<file path="config.mk">
export PLATFORM = sky130hd
export DESIGN_NAME = vload_agen
export DESIGN_NICKNAME = d
export VERILOG_FILES = /design/src/rtl/vload_pkg.sv /design/src/rtl/vload_cfg.sv /design/src/rtl/vload_pace.sv /design/src/rtl/vload_walk.sv /design/src/rtl/vload_agen.sv
export SDC_FILE = /design/constraint.sdc
export NUM_CORES = 1
export LEC_CHECK = 0
export BUFFER_PORTS_ARGS = -buffer_cell sky130_fd_sc_hd__buf_2
export CORE_AREA = 2 2 226 139
export CTS_CLUSTER_DIAMETER = 80
export DETAILED_ROUTE_END_ITERATION = 7
export DIE_AREA = 0 0 228 141
export RECOVER_POWER = 25
export SLEW_MARGIN = 25
export SYNTH_ARGS = -nofsm -noshare
export SYNTH_HDL_FRONTEND = slang
export SYNTH_HIERARCHICAL = 1
export SYNTH_SLANG_ARGS = --single-unit
</file>
<file path="constraint.sdc">
create_clock -name clk -period 6.9 [get_ports clk]
set_clock_uncertainty 0.05 [all_clocks]
set_input_delay 0.69 -clock clk [delete_from_list [all_inputs] [get_ports clk]]
set_output_delay 0.69 -clock clk [all_outputs]
set_load 0.01 [all_outputs]
</file>
<file path="src/rtl/vload_pkg.sv">
package vload_pkg;
  typedef enum logic [2:0] {
    SEL_BASE  = 3'd0,
    SEL_STEP  = 3'd1,
    SEL_GLEN  = 3'd2,
    SEL_GSTEP = 3'd3,
    SEL_COUNT = 3'd4,
    SEL_IVL   = 3'd5,
    SEL_TGT   = 3'd6,
    SEL_GO    = 3'd7
  } cfg_sel_e;
endpackage

</file>
<file path="src/rtl/vload_cfg.sv">
module vload_cfg
  import vload_pkg::*;
#(
  parameter int ADDR_W = 32,
  parameter int CNT_W  = 16,
  parameter int IVL_W  = 8,
  parameter int IDX_W  = 4
) (
  input  logic              clk,
  input  logic              rst,
  input  logic              we,
  input  logic [2:0]        sel,
  input  logic [ADDR_W-1:0] wdata,
  input  logic              busy,
  output logic [ADDR_W-1:0] base,
  output logic [ADDR_W-1:0] step,
  output logic [CNT_W-1:0]  glen,
  output logic [ADDR_W-1:0] gstep,
  output logic [CNT_W-1:0]  count,
  output logic [IVL_W-1:0]  ivl,
  output logic [IDX_W-1:0]  tgt,
  output logic              go
);
  logic wr_ok;
  assign wr_ok = we && !busy;
  assign go    = wr_ok && (cfg_sel_e'(sel) == SEL_GO);

  always_ff @(posedge clk) begin
    if (rst) begin
      base  <= '0;
      step  <= '0;
      glen  <= '0;
      gstep <= '0;
      count <= '0;
      ivl   <= '0;
      tgt   <= '0;
    end else if (wr_ok) begin
      case (cfg_sel_e'(sel))
        SEL_BASE:  base  <= wdata;
        SEL_STEP:  step  <= wdata;
        SEL_GLEN:  glen  <= wdata[CNT_W-1:0];
        SEL_GSTEP: gstep <= wdata;
        SEL_COUNT: count <= wdata[CNT_W-1:0];
        SEL_IVL:   ivl   <= wdata[IVL_W-1:0];
        SEL_TGT:   tgt   <= wdata[IDX_W-1:0];
        default: ;
      endcase
    end
  end

  p_locked_r9: assert property (@(posedge clk) disable iff (rst)
    (busy && we) |=> $stable({base, step, glen, gstep, count, ivl, tgt}));
endmodule

</file>
<file path="src/rtl/vload_pace.sv">
module vload_pace #(
  parameter int IVL_W = 8
) (
  input  logic             clk,
  input  logic             rst,
  input  logic             start,
  input  logic             accept,
  input  logic [IVL_W-1:0] ivl,
  output logic             expired
);
  logic [IVL_W-1:0] cnt_q;
  logic [IVL_W-1:0] reload;

  assign reload  = (ivl == '0) ? '0 : ivl - IVL_W'(1);
  assign expired = (cnt_q == '0);

  always_ff @(posedge clk) begin
    if (rst)              cnt_q <= '0;
    else if (start)       cnt_q <= '0;
    else if (accept)      cnt_q <= reload;
    else if (cnt_q != '0) cnt_q <= cnt_q - IVL_W'(1);
  end

  p_pace_gap_r5: assert property (@(posedge clk) disable iff (rst)
    (accept && ivl > IVL_W'(1)) |=> !expired);
  p_pace_fast_r5: assert property (@(posedge clk) disable iff (rst)
    (accept && ivl <= IVL_W'(1)) |=> expired);
endmodule

</file>
<file path="src/rtl/vload_walk.sv">
module vload_walk #(
  parameter int ADDR_W = 32,
  parameter int CNT_W  = 16
) (
  input  logic              clk,
  input  logic              rst,
  input  logic              start,
  input  logic              accept,
  input  logic [ADDR_W-1:0] base,
  input  logic [ADDR_W-1:0] step,
  input  logic [CNT_W-1:0]  glen,
  input  logic [ADDR_W-1:0] gstep,
  output logic [ADDR_W-1:0] addr
);
  logic [CNT_W-1:0] pos_q;
  logic             grp_end;

  assign grp_end = (glen != '0) && (pos_q == glen - CNT_W'(1));

  always_ff @(posedge clk) begin
    if (rst) begin
      addr  <= '0;
      pos_q <= '0;
    end else if (start) begin
      addr  <= base;
      pos_q <= '0;
    end else if (accept) begin
      if (grp_end) begin
        addr  <= addr + gstep;
        pos_q <= '0;
      end else begin
        addr  <= addr + step;
        pos_q <= pos_q + CNT_W'(1);
      end
    end
  end

  p_in_group_r3: assert property (@(posedge clk) disable iff (rst)
    (accept && !start && glen == '0) |=> (addr == $past(addr) + $past(step)));
  p_group_end_r4: assert property (@(posedge clk) disable iff (rst)
    (accept && !start && grp_end) |=> (addr == $past(addr) + $past(gstep)));
  p_start_addr_r2: assert property (@(posedge clk) disable iff (rst)
    start |=> (addr == $past(base)));
endmodule

</file>
<file path="src/rtl/vload_agen.sv">
module vload_agen
  import vload_pkg::*;
#(
  parameter int ADDR_W = 32,
  parameter int DATA_W = 32,
  parameter int CNT_W  = 16,
  parameter int IVL_W  = 8,
  parameter int IDX_W  = 4
) (
  input  logic              clk,
  input  logic              rst,
  input  logic              cfg_we,
  input  logic [2:0]        cfg_sel,
  input  logic [ADDR_W-1:0] cfg_wdata,
  output logic              busy,
  output logic              done,
  output logic              rd_req,
  output logic [ADDR_W-1:0] rd_addr,
  input  logic              rd_valid,
  input  logic [DATA_W-1:0] rd_data,
  output logic              rf_we,
  output logic [IDX_W-1:0]  rf_idx,
  output logic [DATA_W-1:0] rf_wdata
);
  logic [ADDR_W-1:0] base, step, gstep;
  logic [CNT_W-1:0]  glen, count, left_q;
  logic [IVL_W-1:0]  ivl;
  logic [IDX_W-1:0]  tgt;
  logic              go, expired, accept, busy_q, last;

  vload_cfg #(.ADDR_W(ADDR_W), .CNT_W(CNT_W), .IVL_W(IVL_W), .IDX_W(IDX_W)) u_cfg (
    .clk(clk), .rst(rst), .we(cfg_we), .sel(cfg_sel), .wdata(cfg_wdata),
    .busy(busy_q), .base(base), .step(step), .glen(glen), .gstep(gstep),
    .count(count), .ivl(ivl), .tgt(tgt), .go(go)
  );

  vload_pace #(.IVL_W(IVL_W)) u_pace (
    .clk(clk), .rst(rst), .start(go), .accept(accept), .ivl(ivl), .expired(expired)
  );

  vload_walk #(.ADDR_W(ADDR_W), .CNT_W(CNT_W)) u_walk (
    .clk(clk), .rst(rst), .start(go), .accept(accept), .base(base),
    .step(step), .glen(glen), .gstep(gstep), .addr(rd_addr)
  );

  assign rd_req = busy_q && expired;
  assign accept = rd_req && rd_valid;
  assign last   = (left_q == CNT_W'(1));
  assign busy   = busy_q;

  always_ff @(posedge clk) begin
    if (rst) begin
      busy_q   <= 1'b0;
      left_q   <= '0;
      done     <= 1'b0;
      rf_we    <= 1'b0;
      rf_idx   <= '0;
      rf_wdata <= '0;
    end else begin
      done  <= 1'b0;
      rf_we <= accept;
      if (accept) begin
        rf_idx   <= tgt;
        rf_wdata <= rd_data;
      end
      if (go) begin
        busy_q <= (count != '0);
        left_q <= count;
        done   <= (count == '0);
      end else if (accept) begin
        left_q <= left_q - CNT_W'(1);
        if (last) begin
          busy_q <= 1'b0;
          done   <= 1'b1;
        end
      end
    end
  end

  p_req_in_run_r8: assert property (@(posedge clk) disable iff (rst)
    rd_req |-> busy);
  p_hold_r6: assert property (@(posedge clk) disable iff (rst)
    (rd_req && !rd_valid) |=> (rd_req && $stable(rd_addr)));
  p_write_after_r7: assert property (@(posedge clk) disable iff (rst)
    accept |=> rf_we);
  p_no_stray_write_r7: assert property (@(posedge clk) disable iff (rst)
    !accept |=> !rf_we);
  p_done_pulse_r8: assert property (@(posedge clk) disable iff (rst)
    done |=> !done);
  p_done_idle_r8: assert property (@(posedge clk) disable iff (rst)
    done |-> !busy);
endmodule

</file>
# Yosys cells after proc, flatten, opt, wreduce, memory -nomap -nowiden
# Index checks and enable logic that the tools add are counted.
# totals
word_cells	72
output_inout_bits	72
reg_bits	251
# op_classes
muxes	15
addsub	7
reduce_logical	25
n_eq_ne	9
# ops
op	count
$mux W32	3
$add A32 B32 Y32	2
$mux W16	3
$reduce_bool A16 Y1	2
$sub A16 B1 Y16 const B	2
$mux W8	3
$add A16 B1 Y16 const B	1
$eq A16 B1 Y1 const B	1
$eq A16 B16 Y1	1
$logic_not A16 Y1	1
$logic_not A8 Y1	2
$reduce_and A2 Y1	8
$sub A8 B1 Y8 const B	2
$eq A3 B3 Y1 const B	4
$reduce_bool A8 Y1	1
$eq A3 B2 Y1 const B	2
$mux W1	6
$reduce_bool A2 Y1	3
$logic_and A1 B1 Y1	5
$eq A3 B1 Y1 const B	1
$logic_not A3 Y1	1
$reduce_or A2 Y1	1
$logic_not A1 Y1	1

# Depth between registers and ports, before layout
# Gate-level depths: netlist (run 1).
# logic_depth
word_depth	6
ltp_mapped	22

# Modules after synthesis
# The synthesis (run 1) kept the hierarchy.
# by_module_without_submodules
module	seq_area_each_um2	cells_each	area_per_inst_um2	n_inst
vload_cfg	2802.7	498	5602.9	1
vload_walk	960.9	611	4788.3	1
vload_agen	1101.1	283	2334.7	1
vload_pace	160.2	81	625.6	1

# Least setup slack after synthesis (run 1)
# OpenSTA, ideal clock, no wires.
# synth_timing
path_kind	register -> register
from	reg u_cfg.glen[0]
to	reg u_walk.addr[24]
period_less_slack_ns	5.052
stages_incl_launch_ff	21
required_ns	6.755
n_path_buf	2
setup_slack_ns	1.848
setup_ns	0.095
t_arrival_ns	4.906
cell_sequence	dfxtp_1 -> inv_1 -> ha_1 -> or3b_2 -> nor3_1 -> mux2_2 -> o21ai_0 -> and4_1 -> buf_6 -> buf_6 -> mux2_2 -> ha_1 -> a21o_1 -> or3b_1 -> or4_1 -> a21o_1 -> o21a_1 -> o21ai_1 -> nand4_1 -> and3_1 -> a221oi_1
# synth_via
elab_chain_len	6
# synth_lines
item	line	text
start: declaration	vload_cfg.sv:17	output logic [CNT_W-1:0] glen,
start signal: assignment	vload_cfg.sv:41	SEL_GLEN: glen <= wdata[CNT_W-1:0];
$sub A16 B1 Y16	vload_walk.sv:18	assign grp_end = (glen != '0) && (pos_q == glen - CNT_W'(1));
$eq A16 B16 Y1	vload_walk.sv:18	
$logic_and A1 B1 Y1 *	vload_walk.sv:18	
$mux W32 *	vload_walk.sv:28	if (grp_end) begin
$mux W32 *	vload_walk.sv:27	end else if (accept) begin
$mux W32 *	vload_walk.sv:24	end else if (start) begin
end signal: assignment	vload_walk.sv:25	addr <= base;
end signal: assignment	vload_walk.sv:29	addr <= addr + gstep;
end signal: assignment	vload_walk.sv:32	addr <= addr + step;
end: declaration	vload_walk.sv:13	output logic [ADDR_W-1:0] addr
# Every way passes the cells marked *; elsewhere a longest branch is shown, timed or not. The select of a mux whose other input is x is not followed.
# A chain may end at the register's enable or synchronous reset.

# Worst setup path in the final report (run 1)
# layout_timing
from	reg u_cfg.glen[0]
to	reg u_walk.addr[30]
# Same word-level chain as after synthesis.

==> flow_metrics.py, run 1 <==
metrics = {
    "route": {
        "drc": 0,
        "vias": 10796,
        "drt-pass1-iter-count": 5,
        "wire_per_inst_um": 16.6,
        "ant_nets": 0,
        "drt_wl_total_mm": 33.3,
        "initialDrtViolationCount": 799,
        "vias_per_cell": 5.38,
    },
    "floorplanning": {
        "ios": 143,
        "die_w_um": 228,
        "rows": 50,
        "die_y_um": 141,
        "core-area_um2": 30400,
        "die_area_um2": 32100,
        "start_util": 0.439,
    },
    "synth": {
        "synth_cell_types": 89,
        "syn-num-nets": 1584,
        "yosys-top-cells-area": "dfxtp_1 38%, mux2i_1 12%, nand2b_1 8.4%, ha_1 3.7%, a21oi_1 3.6%",
        "syn_inst": 1473,
        "synth_top_area_frac": 0.376,
        "synthFlopType": "dfxtp_1",
        "syn-mean-instance-area_um2": 9.06,
        "yosys.area.top_type": "dfxtp_1",
        "yosysSeqAreaShare": 0.376,
        "synth-edff-count": 0,
        "synth-seq-cells": 251,
        "postSynth.asyncResetShare": 0,
        "syn_area_um2": 13400,
        "synthTopCellsByCount": "251 x dfxtp_1, 179 x nand2b_1, 154 x mux2i_1",
        "ys_warn_count": 6,
        "synth.most_common_cell": "dfxtp_1",
    },
    "pwr": {
        "power.density_nw_per_um2": 232,
        "leakagePower_nw": 6.55,
        "peakVddDrop_mv": 0.134,
        "power_mw": 3.49,
    },
    "global_routing": {
        "grt_overflow": 0,
        "gr-usage-all-layers": 0.204,
        "grt_pass1_wl_mm": 54.3,
        "antenna_found_initial": 2,
        "grt_pass1_vias": 10107,
        "grt_max_degree": 89,
    },
    "worst_setup_path": {
        "crit_chain": "inv_1, ha_1, or3b_2, nor3_1, mux2_2, o21ai_0, and4_2, mux2_2, ha_1, a21oi_1, or3b_1, or4_1, a21o_1, o2111ai_1, nand4_1, o211ai_1, nor3_1, o31a_1",
        "startpoint_type": "register",
        "worstPathRequired_ns": 7.30,
        "slowest_delay_ns": 0.61,
        "critPathMaxFanout": 19,
        "worst-endpoint-arrival_ns": 6.42,
        "ff2ff_setup_slack_ns": 0.88,
        "cp_slowest_cell": "and4_2",
        "path_class": "reg -> reg",
        "cp-end-kind": "register",
        "r2r_start": "u_cfg/glen[0]$_SDFFE_PP0P_",
        "startpoint": "u_cfg/glen[0]$_SDFFE_PP0P_",
    },
    "sta": {
        "fmax_mhz": 166,
        "final.setup.tns_ns": 0,
        "fin_crit_sh": 0.873,
        "fin_ws_ns": 0.876,
        "worst_pin_slew_ns": 2.00,
        "hold_viol_final": 0,
        "max-slew-margin-rel": -0.332,
        "setup_viol_count_final": 0,
        "period_minus_slack_ns": 6.02,
        "slew_viol_final": 19,
        "rsz0062_at_grt": "false",
        "fin_hold_ws_ns": 0.321,
    },
    "min_path": {
        "hp-class": "in -> reg",
        "min-delay-start": "rd_data[10]",
    },
    "clock_network": {
        "clockBufferDepth": 3,
        "clk_pin_slew_ns": 0.07,
        "numClockSinks": 251,
        "postCtsHoldBufs": 0,
        "cts_root_buffer": "clkbuf_16",
        "tritoncts": "yes",
        "cts-htree-levels": 1,
        "cts-resized-gates": 0,
        "cts_buffers": 26,
        "worstSkewPairLatency_ns": 0.55,
        "cts_setup_buffers": 0,
    },
    "place": {
        "place_hpwl_mm": 22.9,
        "placed_area_um2": 14200,
        "place.gp.congestion": 0.843,
        "port_buffers": 142,
        "place_ws_ns": 0.972,
    },
    "final_layout": {
        "fin_nets": 1680,
        "final_layout_size_suffix_gt1_frac": 0.125,
        "ff_latch_area_um2": 5020,
        "n_fill_cell": 2998,
        "design_area_um2": 15000,
        "multi_input_area_um2": 7660,
        "area_delta_synth_final_pct": 12.7,
    },
    "flow_run": {
        "maxCapViolCount": 1,
    },
    "status": {
        "status": "finished, violations left",
        "failed_checks": "max-capacitance violations, max-slew violations",
    },
}
metal layers:
metal	track usage	routed length [um]	part of all wire	vias to the layer above
met1	0.310	17500	0.53	5152
met2	0.296	13500	0.41	239
met5	0	11	0.00033	-
met3	0.0382	1680	0.050	42
met4	0.0416	557	0.017	2
li1	-	-	-	5361
sequential cells by signal, indices dropped and copies added, names as in the netlist, 32 cells and up:
name and flops:
u_cfg/step 32, u_cfg/base 32, rf_wdata 32, u_walk/addr 32, u_cfg/gstep 32
per-stage QoR:
step | utilization | instances
6_report | 0.495 | 2006
5_1_grt | 0.495 | 2005
4_1_cts | 0.498 | 2005
3_5_place_dp | 0.467 | 1957
3_3_place_gp | 0.467 | 1957
2_1_floorplan | - | 1473
worst max-delay path: cells and delay by family, from the launching register on:
kind	cells	cell delay [ns]
AO/OA/AOI/OAI	6	1.59
adder cells (fa/ha/maj)	2	0.54
buffers and inverters	1	0.12
flip-flops	1	0.38
multiplexers	2	0.77
AND/OR/NAND/NOR	7	2.48
final timing paths:
kind / end / depth (start not counted)
max: u_walk/addr[30]$_SDFFE_PP0P_ / 18
min: rf_wdata[10]$_SDFFE_PP0P_ / 3
max reg2reg: u_walk/addr[30]$_SDFFE_PP0P_ / 18
min reg2reg: rf_idx[1]$_SDFFE_PP0P_ / 2
placed cells by master (no fill, tap or decap), types with 5 or more instances in the layout:
master / n
mux2i_1: 154
a211oi_1: 16
dfxtp_1: 251
bufinv_16: 5
a21oi_1: 96
nand3_1: 22
xnor2_1: 31
nand4_1: 18
buf_4: 10
mux2_2: 33
clkbuf_16: 26
nor3b_1: 6
o21ai_0: 26
clkbuf_8: 7
a221oi_1: 12
and2_1: 7
clkbuf_1: 60
a21o_1: 16
nor2b_1: 13
o31ai_1: 9
nor3_1: 18
o311a_1: 5
nand3b_1: 7
xor2_1: 37
a31oi_1: 6
nor2_1: 81
a311oi_1: 6
inv_1: 40
or3_1: 7
nand2_1: 127
clkinv_2: 6
nand2b_1: 179
buf_2: 84
or4_1: 10
o211ai_1: 9
nor4_1: 12
and3_1: 12
ha_1: 39
layout make-up:
class,instances,share of cell area
antenna,1,0.000166
clock inverter,12,0.0133
multi-input combinational,1096,0.509
clock buffer,36,0.0504
inverter,42,0.0106
sequential,251,0.334
tap,416,0.0346
timing repair buffer,152,0.0479
where the power goes:
part	total, mW	internal, mW	switching, mW
clock	1.56	0.956	0.608
combinational	0.390	0.172	0.217
sequential	1.54	1.50	0.0429
total	3.49	2.63	0.868
cells by family (layout without fill, tap and decap cells):
logic type,Yosys count,in the layout,share of synthesized area
other,0,1,0
and+or+nand+nor,555,555,0.229
adders and majority gates,40,40,0.0380
buffers and inverters,126,242,0.0481
xor gates and xnor gates,68,68,0.0446
AOI/OAI and AO/OA,246,246,0.120
muxes,187,187,0.143
DFF,251,251,0.376
No activity file was read; power rests on OpenSTA's default activity.
==> inputs of run 2 (changes only) <==
- CORE_AREA: 2 2 226 139 -> 2 2 214 132
- DIE_AREA: 0 0 228 141 -> 0 0 216 134
- SYNTH_HIERARCHICAL: 1 -> unset
==> run 2 against run 1 <==
  * The flow now finishes without violations
  * Sequential share of layout area is 3.3 points higher
  * First-iteration DRC count rose by 15%
  * Via count hardly changed
  * Worst setup slack worse by 0.028 ns
  * Combinational power decreased by 15%
  * Critical path depth grew 2
  * Worst hold slack improved by 0.018 ns
  * Largest cell class unchanged
  * Highest routed layer is now met4
==> flow_metrics.py, run 2 <==
metrics = {
    "final_layout": {
        "area_delta_synth_final_pct": 14.6,
        "final_layout_size_suffix_gt1_frac": 0.110,
        "final_cell_mix": "393 x nand2_1, 251 x dfxtp_1, 234 x a21oi_1",
        "fin_nets": 1716,
        "n_fill_cell": 2713,
        "diodes": 0,
        "layout_commonest_cell": "nand2_1",
        "layout.cells.non_filler": 1990,
    },
    "sta": {
        "fmax_mhz": 165,
        "setup_viol_count_final": 0,
        "fin_crit_sh": 0.877,
        "worst_pin_slew_ns": 1.00,
        "hold_viol_final": 0,
        "period_minus_slack_ns": 6.05,
        "rsz0062_at_grt": "false",
        "fin_ws_ns": 0.848,
        "max-slew-margin-rel": 0.331,
        "final.setup.tns_ns": 0,
        "slew_viol_final": 0,
    },
    "global_routing": {
        "grt_pass1_wl_mm": 55.4,
        "gr-usage-met1": 0.380,
        "busiest_layer": "met1",
        "grt_max_degree": 95,
        "use_met2": 0.333,
        "antenna_found_initial": 0,
        "gr-usage-all-layers": 0.240,
        "grt_overflow": 0,
        "grtUsageMet3": 0.0469,
        "grt_pass1_vias": 9857,
    },
    "floorplanning": {
        "start_util": 0.441,
        "die_y_um": 134,
        "rows": 47,
        "die_w_um": 216,
        "die_area_um2": 28900,
        "ios": 143,
        "core-area_um2": 27100,
    },
    "clock_network": {
        "worstSkewPairLatency_ns": 0.54,
        "clk_pin_slew_ns": 0.07,
        "clockBufferDepth": 3,
        "cts_root_buffer": "clkbuf_16",
        "cts-resized-gates": 0,
        "cts_buffers": 25,
        "tritoncts": "yes",
        "cts-htree-levels": 1,
        "cts_setup_buffers": 0,
        "postCtsHoldBufs": 0,
        "numClockSinks": 251,
    },
    "pwr": {
        "leakagePower_nw": 5.06,
        "power.density_nw_per_um2": 241,
        "peakVddDrop_mv": 0.200,
        "power_mw": 3.30,
    },
    "min_path": {
        "hp-class": "in -> reg",
    },
    "place": {
        "place_hpwl_mm": 23.8,
        "place.gp.congestion": 0.904,
        "port_buffers": 142,
        "dp.cells": 1946,
        "place_ws_ns": 0.970,
    },
    "route": {
        "drt-pass1-iter-count": 6,
        "vias_per_cell": 5.42,
        "drt_wl_total_mm": 35.5,
        "vias": 10790,
        "ant_nets": 0,
        "wire_per_inst_um": 17.8,
        "initialDrtViolationCount": 921,
        "drc": 0,
    },
    "synth": {
        "synth_cell_types": 66,
        "ys_warn_count": 0,
        "synth-seq-cells": 251,
        "synth_top_area_frac": 0.421,
        "synth-edff-count": 0,
        "postSynth.asyncResetShare": 0,
        "yosysSeqAreaShare": 0.421,
        "syn_inst": 1507,
        "yosys.area.top_type": "dfxtp_1",
        "syn-num-nets": 1617,
        "yosys-top-cells-area": "dfxtp_1 42%, nand2_1 12%, a21oi_1 9.8%, ha_1 4.0%, mux2_2 2.9%",
        "synthTopCellsByCount": "393 x nand2_1, 251 x dfxtp_1, 234 x a21oi_1",
        "synth.most_common_cell": "nand2_1",
        "syn-mean-instance-area_um2": 7.92,
        "synthFlopType": "dfxtp_1",
        "syn_area_um2": 11900,
    },
    "worst_setup_path": {
        "cp-end-kind": "register",
        "worstPathRequired_ns": 7.30,
        "critical-path-top-delay-family": "simple AND/OR/NAND/NOR gates",
        "critPathMaxFanout": 28,
        "worst-path-buf-inv": 2,
        "startpoint_type": "register",
        "path_class": "reg -> reg",
        "cp_slowest_cell": "nor4b_4",
        "worst-endpoint-arrival_ns": 6.45,
        "ff2ff_setup_slack_ns": 0.85,
        "crit_chain": "inv_1, ha_1, nor3b_2, and3_1, a211oi_1, nor3_1, a31oi_1, nor4b_4, buf_4, mux2_2, ha_1, nand3_1, or2_2, a2111oi_0, a211oi_1, a21oi_1, o21ai_0, a21boi_0, nor3_1, o32ai_1",
        "slowest_delay_ns": 0.55,
    },
    "status": {
        "status": "finished clean",
    },
    "flow_run": {
        "maxCapViolCount": 0,
    },
}
-- run 2: changes by cell type after synthesis, sizes merged, moves of 8 or more --
cell,previous run,this run
a211oi,16,8
a22oi,1,30
clkbuf,55,74
nand2b,179,12
buf,28,11
mux2i,154,17
inv,41,19
nand2,130,393
a21oi,97,234
a221oi,12,3
-- run 2: worst paths after layout --
kind	startpoint	cells after the start	endpoint
worst max-delay path	u_cfg.glen[0]$_SDFFE_PP0P_	20	u_walk.addr[29]$_SDFFE_PP0P_
worst min-delay path	rd_data[12]	3	rf_wdata[12]$_SDFFE_PP0P_
worst max register to register	u_cfg.glen[0]$_SDFFE_PP0P_	20	u_walk.addr[29]$_SDFFE_PP0P_
worst min register to register	rf_wdata[30]$_SDFFE_PP0P_	2	rf_wdata[30]$_SDFFE_PP0P_
-- run 2: worst register-to-register path: stages, from the launching register on --
cell       delay, ns
dfxtp_1         0.36
inv_1           0.12
ha_1            0.25
nor3b_2         0.47
and3_1          0.27
a211oi_1        0.08
nor3_1          0.17
a31oi_1         0.09
nor4b_4         0.55
buf_4           0.49
mux2_2          0.40
ha_1            0.39
nand3_1         0.13
or2_2           0.28
a2111oi_0       0.42
a211oi_1        0.19
a21oi_1         0.45
o21ai_0         0.21
a21boi_0        0.27
nor3_1          0.08
o32ai_1         0.24
-- run 2: kinds of logic after synthesis --
kind of cell / Yosys count / share of synthesized area
simple gates: 623 / 0.229
compound gates: 378 / 0.184
flops: 251 / 0.421
buf+inv: 104 / 0.0340
xor+xnor: 64 / 0.0470
mux: 48 / 0.0435
fa+ha+maj: 39 / 0.0415
-- run 2: per-stage QoR --
stage / area (um^2) / utilization / hold slack [ns]
3_3_place_gp: 12900 / 0.477 / 0.384
3_5_place_dp: 12900 / 0.477 / 0.391
5_1_grt: 13700 / 0.506 / 0.336
4_1_cts: 13800 / 0.509 / 0.322
6_report: 13700 / 0.506 / 0.339
2_1_floorplan: 11900 / - / 0.383
-- run 2: where the power goes --
| part | switching, mW | internal [mW] |
|---|---|---|
| Clock | 0.590 | 0.856 |
| Combinational | 0.200 | 0.133 |
| Sequential | 0.0343 | 1.49 |
| Total | 0.824 | 2.48 |
-- run 2: final cells by class --
type / instances / area [um^2] / share of cell area
Clock inverter: 12 / 168 / 0.0123
Inverter: 19 / 71.3 / 0.00521
Multi-Input combinational cell: 1152 / 6530 / 0.477
Clock buffer: 32 / 692 / 0.0506
Sequential cell: 251 / 5020 / 0.367
Tap cell: 367 / 459 / 0.0336
Timing Repair Buffer: 157 / 742 / 0.0542
-- run 2: layer usage --
layer / wire, um / vias up
li1: - / 5394
met2: 13900 / 266
met5: 0 / -
met4: 549 / 0
met1: 18800 / 5090
met3: 2270 / 40
==> inputs of run 3 (changes only) <==
==> constraint.sdc (replaced) <==
create_clock -name clk -period 6.9 [get_ports clk]
set_clock_uncertainty 0.05 [all_clocks]
set_input_delay 0.345 -clock clk [delete_from_list [all_inputs] [get_ports clk]]
set_output_delay 0.345 -clock clk [all_outputs]
set_load 0.01 [all_outputs]
==> run 3 against run 2 <==
  * Worst setup slack got worse by 0.024 ns
  * Largest power group unchanged
  * Fmax fell by 0.39%
  * Combinational power up 5%
  * Die area did not move
  * Critical path depth unchanged
  * Clock-buffer cell count stayed put
  * Sequential share of layout area shrank 0.94 points
  * Utilization up 1.3 points
==> flow_metrics.py, run 3 (synthesized netlist as in run 2, its figures left out) <==
metrics = {
    "status": {
        "status": "finished clean",
    },
    "min_path": {
        "holdPathStages": 3,
        "min-delay-start": "cfg_wdata[30]",
        "hp-class": "in -> reg",
        "min_to": "u_cfg.gstep[30]$_SDFFE_PP0P_",
    },
    "final_layout": {
        "layout_commonest_cell": "nand2_1",
        "diodes": 0,
        "fin_nets": 1752,
        "area_delta_synth_final_pct": 17.6,
        "final_layout_size_suffix_gt1_frac": 0.107,
        "final_cell_mix": "393 x nand2_1, 251 x dfxtp_1, 234 x a21oi_1",
    },
    "clock_network": {
        "clk_pin_slew_ns": 0.07,
        "clockBufferDepth": 3,
        "numClockSinks": 251,
        "cts_setup_buffers": 0,
        "worstSkewPairLatency_ns": 0.54,
        "cts-htree-levels": 1,
        "tritoncts": "yes",
        "cts_buffers": 25,
        "cts_root_buffer": "clkbuf_16",
    },
    "flow_run": {
        "maxCapViolCount": 0,
    },
    "pwr": {
        "leakagePower_nw": 5.20,
        "power.density_nw_per_um2": 236,
        "power_mw": 3.32,
        "peakVddDrop_mv": 0.201,
    },
    "sta": {
        "fmax_mhz": 165,
        "period_minus_slack_ns": 6.08,
        "max-slew-margin-rel": 0.330,
        "hold_viol_final": 0,
        "fin_crit_sh": 0.881,
        "slew_viol_final": 0,
        "rsz0062_at_grt": "false",
        "fin_hold_ws_ns": 0.0178,
        "final.setup.tns_ns": 0,
        "worst_pin_slew_ns": 1.00,
        "setup_viol_count_final": 0,
    },
    "global_routing": {
        "grt_max_degree": 95,
        "grt_pass1_vias": 10045,
        "antenna_found_initial": 0,
        "gr-usage-all-layers": 0.242,
        "grt_pass1_wl_mm": 56.0,
        "grt_overflow": 0,
    },
    "worst_setup_path": {
        "r2r_start": "u_cfg.glen[0]$_SDFFE_PP0P_",
        "reg2reg_depth": 20,
        "startpoint_type": "register",
        "critPathMaxFanout": 28,
        "worst-endpoint-arrival_ns": 6.47,
        "r2r-end": "u_walk.addr[29]$_SDFFE_PP0P_",
        "cp-end-kind": "register",
        "ff2ff_setup_slack_ns": 0.82,
        "path_class": "reg -> reg",
        "worstPathRequired_ns": 7.30,
    },
    "floorplanning": {
        "ios": 143,
        "core-area_um2": 27100,
        "start_util": 0.441,
        "die_w_um": 216,
        "die_y_um": 134,
        "die_area_um2": 28900,
        "rows": 47,
    },
    "route": {
        "drt-pass1-iter-count": 5,
        "vias": 10922,
        "drc": 0,
        "drt_wl_total_mm": 35.9,
        "ant_nets": 0,
        "wire_per_inst_um": 17.7,
        "initialDrtViolationCount": 852,
        "vias_per_cell": 5.39,
    },
    "place": {
        "place.gp.congestion": 0.904,
        "place_hpwl_mm": 23.8,
        "port_buffers": 142,
    },
}
run 3: cell types whose count changed in the layout (fill, tap and decap cells not counted):
cell,before,now
buf_2,71,70
clkbuf_1,73,74
dlygate4sd3_1,0,36
run 3: worst max-delay path, cell delays in order, from the launching register on:
cell	delay [ns]
dfxtp_1	0.36
inv_1	0.12
ha_1	0.25
nor3b_2	0.47
and3_1	0.27
a211oi_1	0.08
nor3_1	0.17
a31oi_1	0.09
nor4b_4	0.55
buf_4	0.50
mux2_2	0.40
ha_1	0.39
nand3_1	0.13
or2_2	0.28
a2111oi_0	0.42
a211oi_1	0.18
a21oi_1	0.46
o21ai_0	0.21
a21boi_0	0.28
nor3_1	0.08
o32ai_1	0.24
run 3: how the worst max path moves through the flow:
| stage | slack, ns | depth (start not counted) | startpoint | to |
|---|---|---|---|---|
| floorplan | 2.04 | 21 | u_cfg.glen[4]$_SDFFE_PP0P_ | u_walk.addr[24]$_SDFFE_PP0P_ |
| global placement | 1.16 | 20 | u_cfg.glen[0]$_SDFFE_PP0P_ | u_walk.addr[24]$_SDFFE_PP0P_ |
| detailed placement | 0.97 | 20 | u_cfg.glen[0]$_SDFFE_PP0P_ | u_walk.addr[24]$_SDFFE_PP0P_ |
| CTS | 0.97 | 20 | u_cfg.glen[0]$_SDFFE_PP0P_ | u_walk.addr[29]$_SDFFE_PP0P_ |
| global route | 0.46 | 20 | u_cfg.glen[0]$_SDFFE_PP0P_ | u_walk.addr[24]$_SDFFE_PP0P_ |
| finish | 0.82 | 20 | u_cfg.glen[0]$_SDFFE_PP0P_ | u_walk.addr[29]$_SDFFE_PP0P_ |
run 3: cell type report:
cell class / instances / area, um^2
Multi-Input combinational cell: 1152 / 6530
Clock buffer: 32 / 692
Inverter: 19 / 71.3
Tap cell: 367 / 459
Sequential cell: 251 / 5020
Fill cell: 2677 / 13000
Clock inverter: 12 / 168
Timing Repair Buffer: 193 / 1100
run 3: routing by layer:
layer | track usage | wire length, um
met3 | 0.0469 | 2180
met1 | 0.379 | 19000
met5 | 0 | 0
met4 | 0.0426 | 550
met2 | 0.343 | 14200
run 3: power breakdown:
group          switching (mW)  total [mW]  internal, mW
Combinational           0.203       0.349         0.146
Clock                   0.589        1.45         0.856
Sequential             0.0343        1.52          1.49
Total                   0.826        3.32          2.49
run 3: what timing repair did:
item / in CTS / in global routing
endpoints found under the hold margin: 41 / 0
setup endpoints to repair: 0 / 0
hold buffers: 36 / 0
resized for setup: 0 / 0
run 3: metrics by stage:
stage	utilization	setup WS, ns	cell area [um^2]	instances
2_1_floorplan	-	2.04	11900	1507
3_3_place_gp	0.477	1.16	12900	1946
3_5_place_dp	0.477	0.970	12900	1946
4_1_cts	0.522	0.971	14100	2026
5_1_grt	0.519	0.463	14000	2026
6_report	0.519	0.825	14000	2026
